File: src/rtl/ilt_pkg.sv
package ilt_pkg;

  typedef enum logic [2:0] {
    ST_IDLE,
    ST_SHUT,
    ST_INTEG,
    ST_XFER,
    ST_VSH,
    ST_HRD
  } phase_t;

  // bit 1: high level selected, bit 0: middle level or above
  typedef enum logic [1:0] {
    VL_LOW  = 2'b00,
    VL_MID  = 2'b01,
    VL_HIGH = 2'b11
  } vlev_t;

  localparam int unsigned MIN_DIV = 8;

endpackage

File: src/rtl/ilt_frame_ctl.sv
module ilt_frame_ctl
  import ilt_pkg::*;
#(
  parameter int unsigned ACT_COLS  = 640,
  parameter int unsigned ACT_ROWS  = 480,
  parameter int unsigned DARK_COLS = 24,
  parameter int unsigned SHUT_CYC  = 16,
  parameter int unsigned MID_CYC   = 4,
  parameter int unsigned XFER_CYC  = 32,
  parameter int unsigned VHALF_CYC = 8,
  parameter int unsigned EXPO_W    = 16,
  parameter int unsigned DIV_W     = 8
) (
  input  logic              clk,
  input  logic              rst_n,
  input  logic              run,
  input  logic [EXPO_W-1:0] expo_lines,
  input  logic [DIV_W-1:0]  pix_div,
  output phase_t            phase_o,
  output logic [31:0]       cnt_o,
  output logic [31:0]       ph_o,
  output logic [31:0]       col_o,
  output logic [31:0]       div_o,
  output logic              fstart_o
);

  localparam int unsigned NPIX   = ACT_COLS + 2 * DARK_COLS;
  localparam int unsigned XFER_T = 2 * MID_CYC + XFER_CYC;
  localparam int unsigned VSH_T  = 2 * VHALF_CYC;

  phase_t      phase;
  logic [31:0] cnt, ph, col, row, ln, div_q, expo_q;
  logic [31:0] div_in, expo_in, line_t;
  logic        pix_end, line_end, rows_done;

  always_comb begin
    div_in    = (32'(pix_div) < MIN_DIV) ? MIN_DIV : 32'(pix_div);
    expo_in   = 32'(expo_lines);
    line_t    = NPIX * div_q + VSH_T;
    pix_end   = (ph == div_q - 1);
    line_end  = pix_end && (col == NPIX - 1);
    rows_done = (row == ACT_ROWS - 1);
  end

  always_ff @(posedge clk) begin
    if (!rst_n) begin
      phase  <= ST_IDLE;
      cnt    <= '0;
      ph     <= '0;
      col    <= '0;
      row    <= '0;
      ln     <= '0;
      div_q  <= MIN_DIV;
      expo_q <= '0;
    end else begin
      unique case (phase)
        ST_IDLE: begin
          if (run) begin
            phase  <= ST_SHUT;
            cnt    <= '0;
            div_q  <= div_in;
            expo_q <= expo_in;
          end
        end
        ST_SHUT: begin
          if (cnt == SHUT_CYC - 1) begin
            cnt   <= '0;
            ln    <= '0;
            phase <= (expo_q == 0) ? ST_XFER : ST_INTEG;
          end else begin
            cnt <= cnt + 1;
          end
        end
        ST_INTEG: begin
          if (cnt == line_t - 1) begin
            cnt <= '0;
            if (ln == expo_q - 1) phase <= ST_XFER;
            else                  ln    <= ln + 1;
          end else begin
            cnt <= cnt + 1;
          end
        end
        ST_XFER: begin
          if (cnt == XFER_T - 1) begin
            cnt   <= '0;
            row   <= '0;
            phase <= ST_VSH;
          end else begin
            cnt <= cnt + 1;
          end
        end
        ST_VSH: begin
          if (cnt == VSH_T - 1) begin
            cnt   <= '0;
            ph    <= '0;
            col   <= '0;
            phase <= ST_HRD;
          end else begin
            cnt <= cnt + 1;
          end
        end
        ST_HRD: begin
          if (pix_end) begin
            ph <= '0;
            if (line_end) begin
              col <= '0;
              cnt <= '0;
              if (rows_done) begin
                if (run) begin
                  phase  <= ST_SHUT;
                  div_q  <= div_in;
                  expo_q <= expo_in;
                end else begin
                  phase <= ST_IDLE;
                end
              end else begin
                row   <= row + 1;
                phase <= ST_VSH;
              end
            end else begin
              col <= col + 1;
            end
          end else begin
            ph <= ph + 1;
          end
        end
        default: phase <= ST_IDLE;
      endcase
    end
  end

  assign phase_o  = phase;
  assign cnt_o    = cnt;
  assign ph_o     = ph;
  assign col_o    = col;
  assign div_o    = div_q;
  assign fstart_o = (phase == ST_SHUT) && (cnt == 0);

endmodule

File: src/rtl/ilt_vclk.sv
module ilt_vclk
  import ilt_pkg::*;
#(
  parameter int unsigned MID_CYC   = 4,
  parameter int unsigned XFER_CYC  = 32,
  parameter int unsigned VHALF_CYC = 8
) (
  input  phase_t      phase,
  input  logic [31:0] cnt,
  output logic        va,
  output vlev_t       lvl
);

  localparam int unsigned HI_END = MID_CYC + XFER_CYC;

  always_comb begin
    va  = 1'b0;
    lvl = VL_LOW;
    case (phase)
      ST_XFER: begin
        if (cnt < MID_CYC)     lvl = VL_MID;
        else if (cnt < HI_END) lvl = VL_HIGH;
        else                   lvl = VL_MID;
      end
      ST_VSH: begin
        if (cnt < VHALF_CYC) va  = 1'b1;
        else                 lvl = VL_MID;
      end
      default: ;
    endcase
  end

endmodule

File: src/rtl/ilt_hclk.sv
module ilt_hclk #(
  parameter int unsigned ACT_COLS  = 640,
  parameter int unsigned DARK_COLS = 24
) (
  input  logic        en,
  input  logic [31:0] ph,
  input  logic [31:0] div,
  input  logic [31:0] col,
  output logic        ha,
  output logic        hb,
  output logic        nrst,
  output logic        pv,
  output logic        dark
);

  localparam int unsigned DARK_HI = DARK_COLS + ACT_COLS;

  logic [31:0] half;

  always_comb begin
    half = div >> 1;
    ha   = en && (ph >= 1) && (ph < half);
    hb   = en && (ph > half);
    nrst = en && (ph == 2);
    pv   = en && (ph == div - 1);
    dark = pv && ((col < DARK_COLS) || (col >= DARK_HI));
  end

endmodule

File: src/rtl/ilt_drive_gen.sv
module ilt_drive_gen
  import ilt_pkg::*;
#(
  parameter int unsigned ACT_COLS  = 640,
  parameter int unsigned ACT_ROWS  = 480,
  parameter int unsigned DARK_COLS = 24,
  parameter int unsigned SHUT_CYC  = 16,
  parameter int unsigned MID_CYC   = 4,
  parameter int unsigned XFER_CYC  = 32,
  parameter int unsigned VHALF_CYC = 8,
  parameter int unsigned EXPO_W    = 16,
  parameter int unsigned DIV_W     = 8
) (
  input  logic              clk,
  input  logic              rst_n,
  input  logic              run,
  input  logic [EXPO_W-1:0] expo_lines,
  input  logic [DIV_W-1:0]  pix_div,
  output logic              shut_pulse,
  output logic              frame_start,
  output logic              vclk_a,
  output logic              vb_hi,
  output logic              vb_mid,
  output logic              hclk_a,
  output logic              hclk_b,
  output logic              node_rst,
  output logic              pix_valid,
  output logic              pix_dark
);

  phase_t      phase;
  logic [31:0] cnt, ph, col, div_q;
  logic        fstart, va_n, ha_n, hb_n, nr_n, pv_n, dk_n;
  vlev_t       lvl_n;

  ilt_frame_ctl #(
    .ACT_COLS (ACT_COLS),  .ACT_ROWS (ACT_ROWS),  .DARK_COLS(DARK_COLS),
    .SHUT_CYC (SHUT_CYC),  .MID_CYC  (MID_CYC),   .XFER_CYC (XFER_CYC),
    .VHALF_CYC(VHALF_CYC), .EXPO_W   (EXPO_W),    .DIV_W    (DIV_W)
  ) u_ctl (
    .clk(clk), .rst_n(rst_n), .run(run), .expo_lines(expo_lines),
    .pix_div(pix_div), .phase_o(phase), .cnt_o(cnt), .ph_o(ph),
    .col_o(col), .div_o(div_q), .fstart_o(fstart)
  );

  ilt_vclk #(
    .MID_CYC(MID_CYC), .XFER_CYC(XFER_CYC), .VHALF_CYC(VHALF_CYC)
  ) u_vclk (
    .phase(phase), .cnt(cnt), .va(va_n), .lvl(lvl_n)
  );

  ilt_hclk #(
    .ACT_COLS(ACT_COLS), .DARK_COLS(DARK_COLS)
  ) u_hclk (
    .en(phase == ST_HRD), .ph(ph), .div(div_q), .col(col),
    .ha(ha_n), .hb(hb_n), .nrst(nr_n), .pv(pv_n), .dark(dk_n)
  );

  always_ff @(posedge clk) begin
    if (!rst_n) begin
      shut_pulse  <= 1'b0;
      frame_start <= 1'b0;
      vclk_a      <= 1'b0;
      vb_hi       <= 1'b0;
      vb_mid      <= 1'b0;
      hclk_a      <= 1'b0;
      hclk_b      <= 1'b0;
      node_rst    <= 1'b0;
      pix_valid   <= 1'b0;
      pix_dark    <= 1'b0;
    end else begin
      shut_pulse  <= (phase == ST_SHUT);
      frame_start <= fstart;
      vclk_a      <= va_n;
      vb_hi       <= lvl_n[1];
      vb_mid      <= lvl_n[0];
      hclk_a      <= ha_n;
      hclk_b      <= hb_n;
      node_rst    <= nr_n;
      pix_valid   <= pv_n;
      pix_dark    <= dk_n;
    end
  end

endmodule

File: config.mk
export PLATFORM = sky130hd
export DESIGN_NAME = ilt_drive_gen
export DESIGN_NICKNAME = d
export VERILOG_FILES = /design/src/rtl/ilt_pkg.sv /design/src/rtl/ilt_frame_ctl.sv /design/src/rtl/ilt_vclk.sv /design/src/rtl/ilt_hclk.sv /design/src/rtl/ilt_drive_gen.sv
export SDC_FILE = /design/constraint.sdc
export NUM_CORES = 1
export LEC_CHECK = 0
export BUFFER_PORTS_ARGS = -buffer_cell sky130_fd_sc_hd__buf_4
export CORE_ASPECT_RATIO = 1.1
export CORE_UTILIZATION = 50
export DETAILED_ROUTE_END_ITERATION = 10
export PLACE_DENSITY = 0.66
export SETUP_SLACK_MARGIN = 0.2
export SYNTH_ARGS = -nofsm -noshare
export SYNTH_HDL_FRONTEND = slang
export SYNTH_SLANG_ARGS = --single-unit
File: constraint.sdc
create_clock -name clk -period 6 [get_ports clk]
set_input_delay 0.3 -clock clk [delete_from_list [all_inputs] [get_ports clk]]
set_output_delay 0.3 -clock clk [all_outputs]
set_load 0.005 [all_outputs]
# Yosys cells after proc, flatten, opt, wreduce, memory -nomap -nowiden
# Index checks and enable logic that the tools add are counted.
# word_totals
register_bits	237
in_bits	27
out_inout_bits	10
elab_cells	136
# op_classes
n_addsub	9
multipliers	1
n_lt_le_gt_ge	9
eq_ne	24
muxes	49
n_reduce_logical	26
# ops
operator	count
$mux W32	24
$pmux W32 S2	6
$add A32 B1 Y32 const B	5
$pmux W32 S5	1
$eq A32 B32 Y1	3
$sub A32 B1 Y32 const B	3
$logic_not A32 Y1	2
$add A32 B5 Y32 const B	1
$eq A32 B10 Y1 const B	1
$eq A32 B2 Y1 const B	1
$eq A32 B4 Y1 const B	1
$eq A32 B6 Y1 const B	1
$eq A32 B9 Y1 const B	1
$ge A32 B1 Y1 const B	1
$ge A32 B10 Y1 const B	1
$gt A32 B31 Y1	1
$lt A32 B3 Y1 const B	1
$lt A32 B31 Y1	1
$lt A32 B4 Y1 const B	1
$lt A32 B5 Y1 const B	1
$lt A32 B6 Y1 const B	1
$mul A6 B32 Y28 const A	1
$mux W3	9
$pmux W3 S6	1
other kinds (21)	49

# Logic depth before layout (Yosys ltp)
# logic_depth
word_depth	7
depth_mapped	19
mapped_depth_nobuf	16

# Modules after synthesis
# Synthesis repeated with hierarchy kept, for this count alone.
# hier_totals
cells_unflattened	1877
area_unflattened_um2	14523.9
# modules_own_cells
module	n_inst	cells_per_inst	area_each_um2	seq_area_each_um2
ilt_frame_ctl	1	1530	11903.9	3743.6
ilt_hclk	1	307	2208.4	0.0
ilt_drive_gen	1	21	289.0	200.2
ilt_vclk	1	19	122.6	0.0

# Worst setup path after synthesis
# Ideal clock, no wire load.
# synth_path
kind	reg2reg
startpoint	register u_ctl.div_q[6] (netlist: u_ctl.div_o[6])
endpoint	register u_ctl.ln[3]
setup_ns	0.122
arrival_time_ns	5.061
required_time_ns	5.878
slack_ns	0.817
path_stages_with_launch	18
n_path_buf	1
period_less_slack_ns	5.183
cell_sequence	dfxtp_1 > inv_1 > ha_1 > inv_1 > fa_1 > fa_1 > inv_1 > ha_1 > a21o_1 > a21o_1 > nor4_1 > o221ai_1 > or4_1 > or4_1 > clkbuf_1 > o31ai_2 > a21oi_1 > a221o_1
# synth_between
elab_chain_cells	6
# synth_rtl
element	line	rtl
from (decl)	ilt_frame_ctl.sv:32	logic [31:0] cnt, ph, col, row, ln, div_q, expo_q;
from (signal assigned)	ilt_frame_ctl.sv:61	div_q <= div_in;
from (signal assigned)	ilt_frame_ctl.sv:111	div_q <= div_in;
$mul A6 B32 Y28	ilt_frame_ctl.sv:39	line_t = NPIX * div_q + VSH_T;
$add A32 B5 Y32	ilt_frame_ctl.sv:39	
$sub A32 B1 Y32	ilt_frame_ctl.sv:75	if (cnt == line_t - 1) begin
$eq A32 B32 Y1	ilt_frame_ctl.sv:75	
$ne A2 B1 Y1 (no line)	--	
$reduce_and A4 Y1 (no line)	--	
to (signal assigned)	ilt_frame_ctl.sv:78	else ln <= ln + 1;
to (decl)	ilt_frame_ctl.sv:32	
# No other way between the ends.
# A chain may end at the register's enable or synchronous reset.

# Worst setup path in the final report
# layout_path
startpoint	register u_ctl.div_q[7] (netlist: u_ctl.div_o[7])
endpoint	register u_ctl.ln[3]
# Same word-level chain as after synthesis.

==> results.yml <==
outcome:
  outcome: "finished, final reports clean"
logic_synthesis:
  syn_avg_cell_area_um2: 7.717
  synth_cell_types: 77
  synthAdderAreaFrac: 0.07676
  synth_top_family_by_area: "simple AND/OR/NAND/NOR gates"
  synth_area_um2: 12620
  ys_ff_latch: 197
  synth_warnings: 0
  synth-simple-area-share: 0.3073
  synth_nets: 1734
  synth-edff-count: 0
  synth_compound_area_frac: 0.1589
  synthArstFlopShare: 0
  synthMuxAreaShare: 0.01983
  syn_inst: 1635
  yosysSeqAreaShare: 0.3126
  synth-xor-area-share: 0.07081
  synthFlopType: "dfxtp_1"
worst_setup_path:
  crit_start: "u_ctl.div_o[7]"
  end_kind: "flop"
  critPathRequiredTime_ns: 6.33
  crit_path_frequent_cell: "inv_1"
  slowest_stage: "or4_1"
  criticalPathCategory: "reg2reg"
  cp-start-kind: "flop"
  worstPathArrival_ns: 5.80
  slowest_delay_ns: 0.56
  critPathMaxFanout: 8
  r2r_start: "u_ctl.div_o[7]"
  crit_chain: "inv_1 > ha_1 > inv_1 > fa_1 > fa_1 > inv_1 > ha_1 > a21o_1 > nor4_1 > o221ai_1 > or4_1 > or4_1 > o31ai_2 > buf_4 > a21oi_1 > a221o_1"
finish:
  fill_cells: 2323
  diodes: 0
  drive_gt1_frac: 0.06867
  layout.nets: 1717
  finalInstanceArea_um2: 13690
  layout_commonest_cell: "nor2_1"
  syn_to_final_growth_pct: 8.499
  final_cell_mix: "nor2_1 (204), dfxtp_1 (197), nand2_1 (137), nand3_1 (95), inv_1 (85)"
route:
  routed.top_layer: "met4"
  wl_per_cell_um: 16.06
  m1WireLength_um: 14670
  wl_um: 31170
  viasPerCell: 5.945
  drtIter0Drc: 776
  drc: 0
  wl_met3_um: 1275
  via_count: 11540
  routed-wl-met2_um: 14460
  ant_nets: 0
  drt-pass1-iter-count: 5
place:
  dp_hpwl_um: 22520
  post-place-ws_ns: 0.6051
  port_buffers: 36
  placed_cell_area_um2: 13070
  gp_congestion: 0.9581
global_routing:
  grt_max_degree: 49
  grt_pass1_wl_um: 52050
  antenna_found_initial: 0
  track_usage: 0.2426
  grt_pass1_vias: 10560
  grt.overflow.total: 0
timing:
  finalCritPeriodShare: 0.9107
  setup_ws_ns: 0.5356
  hold_ws_ns: 0.09138
  tightest_slew_ns: 1.230
  final.setup_skew_ns: 0.01145
  finalSetupTns_ns: 0
  drv_slew: 0
  timing.final.hold_violations: 0
  setup_viol: 0
  rsz0062_at_grt: "no"
  slew_headroom: 0.1682
  fin_crit_ns: 5.464
  max_freq_ghz: 0.1830
clocking:
  cts_inserted_buffers: 17
  cts_resized: 0
  cts.clk_slew.worst_paths_ns: 0.07
  worstSkewPairLatency_ns: 0.44
  hold_buffers: 0
  cts_root_buffer: "clkbuf_16"
  clk_path_buf_depth: 2
  post_cts_buffers: 0
  numClockSinks: 197
  ctsHtreeMaxLevel: 4
  cts_tree: "yes"
floorplan:
  die_area_um2: 25870
  ioPinCount: 37
  die_x_um: 153.5
  coreArea_um2: 24620
  die_y_um: 168.6
  num_rows: 60
  start_util: 0.5124
hold_path:
  worstHoldStart: "expo_lines[5]"
  hp-class: "in2reg"
power:
  max-vdd-ir-drop_mv: 0.1627
  cellPowerDensity_nw_per_um2: 250.0
  p_total_uw: 3423
  p_leak_uw: 0.005093
job:
  cap_viol_max_count: 0
[worst paths after layout]
| path | depth (start not counted) | endpoint | slack, ns |
|---|---|---|---|
| worst min-delay path | 3 | u_ctl.expo_q[5] | 0.09 |
| worst max-delay path | 16 | u_ctl.ln[3] | 0.54 |
| worst min register to register | 1 | u_ctl.cnt_o[31] | 0.49 |
| worst max register to register | 16 | u_ctl.ln[3] | 0.54 |
[stage by stage]
| step | utilization | std cells |
|---|---|---|
| floorplan | - | 1635 |
| global placement | 0.5307 | 1909 |
| detailed placement | 0.5307 | 1909 |
| CTS | 0.5559 | 1941 |
| global route | 0.5559 | 1941 |
| finish | 0.5559 | 1941 |
[cells by family after synthesis]
family,count (synthesis)
xor gates and xnor gates,102
AOI/OAI and AO/OA,307
adders and majority gates,72
muxes,25
buffers and inverters,173
and+or+nand+nor,759
DFF,197
[Yosys cell counts (all sizes together), types with 35 or more instances]
library cell / n / share of area
nor2: 204 / 0.061
dfxtp: 197 / 0.31
nand2: 137 / 0.041
nand3: 95 / 0.038
inv: 86 / 0.026
o21ai: 86 / 0.034
a21oi: 75 / 0.030
clkbuf: 73 / 0.022
nor3: 70 / 0.031
xnor2: 70 / 0.049
ha: 63 / 0.062
and3: 45 / 0.022
nand4: 40 / 0.020
nor4: 35 / 0.018
[area by class of cell]
type                    instances  area, µm²  share of cell area
clock inverters                14      192.7             0.01408
multi-input cells            1265       8030              0.5866
flip-flops and latches        197       3944              0.2881
inverters                      86      322.8             0.02358
well taps                     310      387.9             0.02833
repair buffers                 51      382.9             0.02797
clock buffers                  18      429.2             0.03135
[metal layers]
metal	GRT usage	up-vias
li1	-	5814
met3	0.03200	53
met5	0	-
met4	0.08957	0
met1	0.3198	5406
met2	0.4052	267
[sequential cells by signal, indices dropped and copies added, names as in the netlist]
register,flops
u_ctl.cnt_o,32
u_ctl.ln,32
node_rst,1
vb_mid,1
frame_start,1
u_ctl.phase_o,3
u_ctl.ph_o,32
hclk_b,1
hclk_a,1
u_ctl.div_o,8
vb_hi,1
pix_valid,1
shut_pulse,1
pix_dark,1
u_ctl.expo_q,16
u_ctl.col_o,32
u_ctl.row,32
vclk_a,1
[worst max-delay path: cells and delay by family (launching register included)]
family	cells	cell delay (ns)
and+or+nand+nor	3	1.51
AOI/OAI and AO/OA	5	1.21
adders and majority gates	4	1.72
DFF	1	0.49
buffers and inverters	4	0.43
[report_power, final]
part / internal (µW) / total, µW / switching (µW) / leakage [µW]
Clock: 672 / 1240 / 563 / 0.000299
Sequential: 1330 / 1380 / 47.7 / 0.00159
Combinational: 331 / 807 / 475 / 0.00320
No activity file was read; power rests on OpenSTA's default activity.
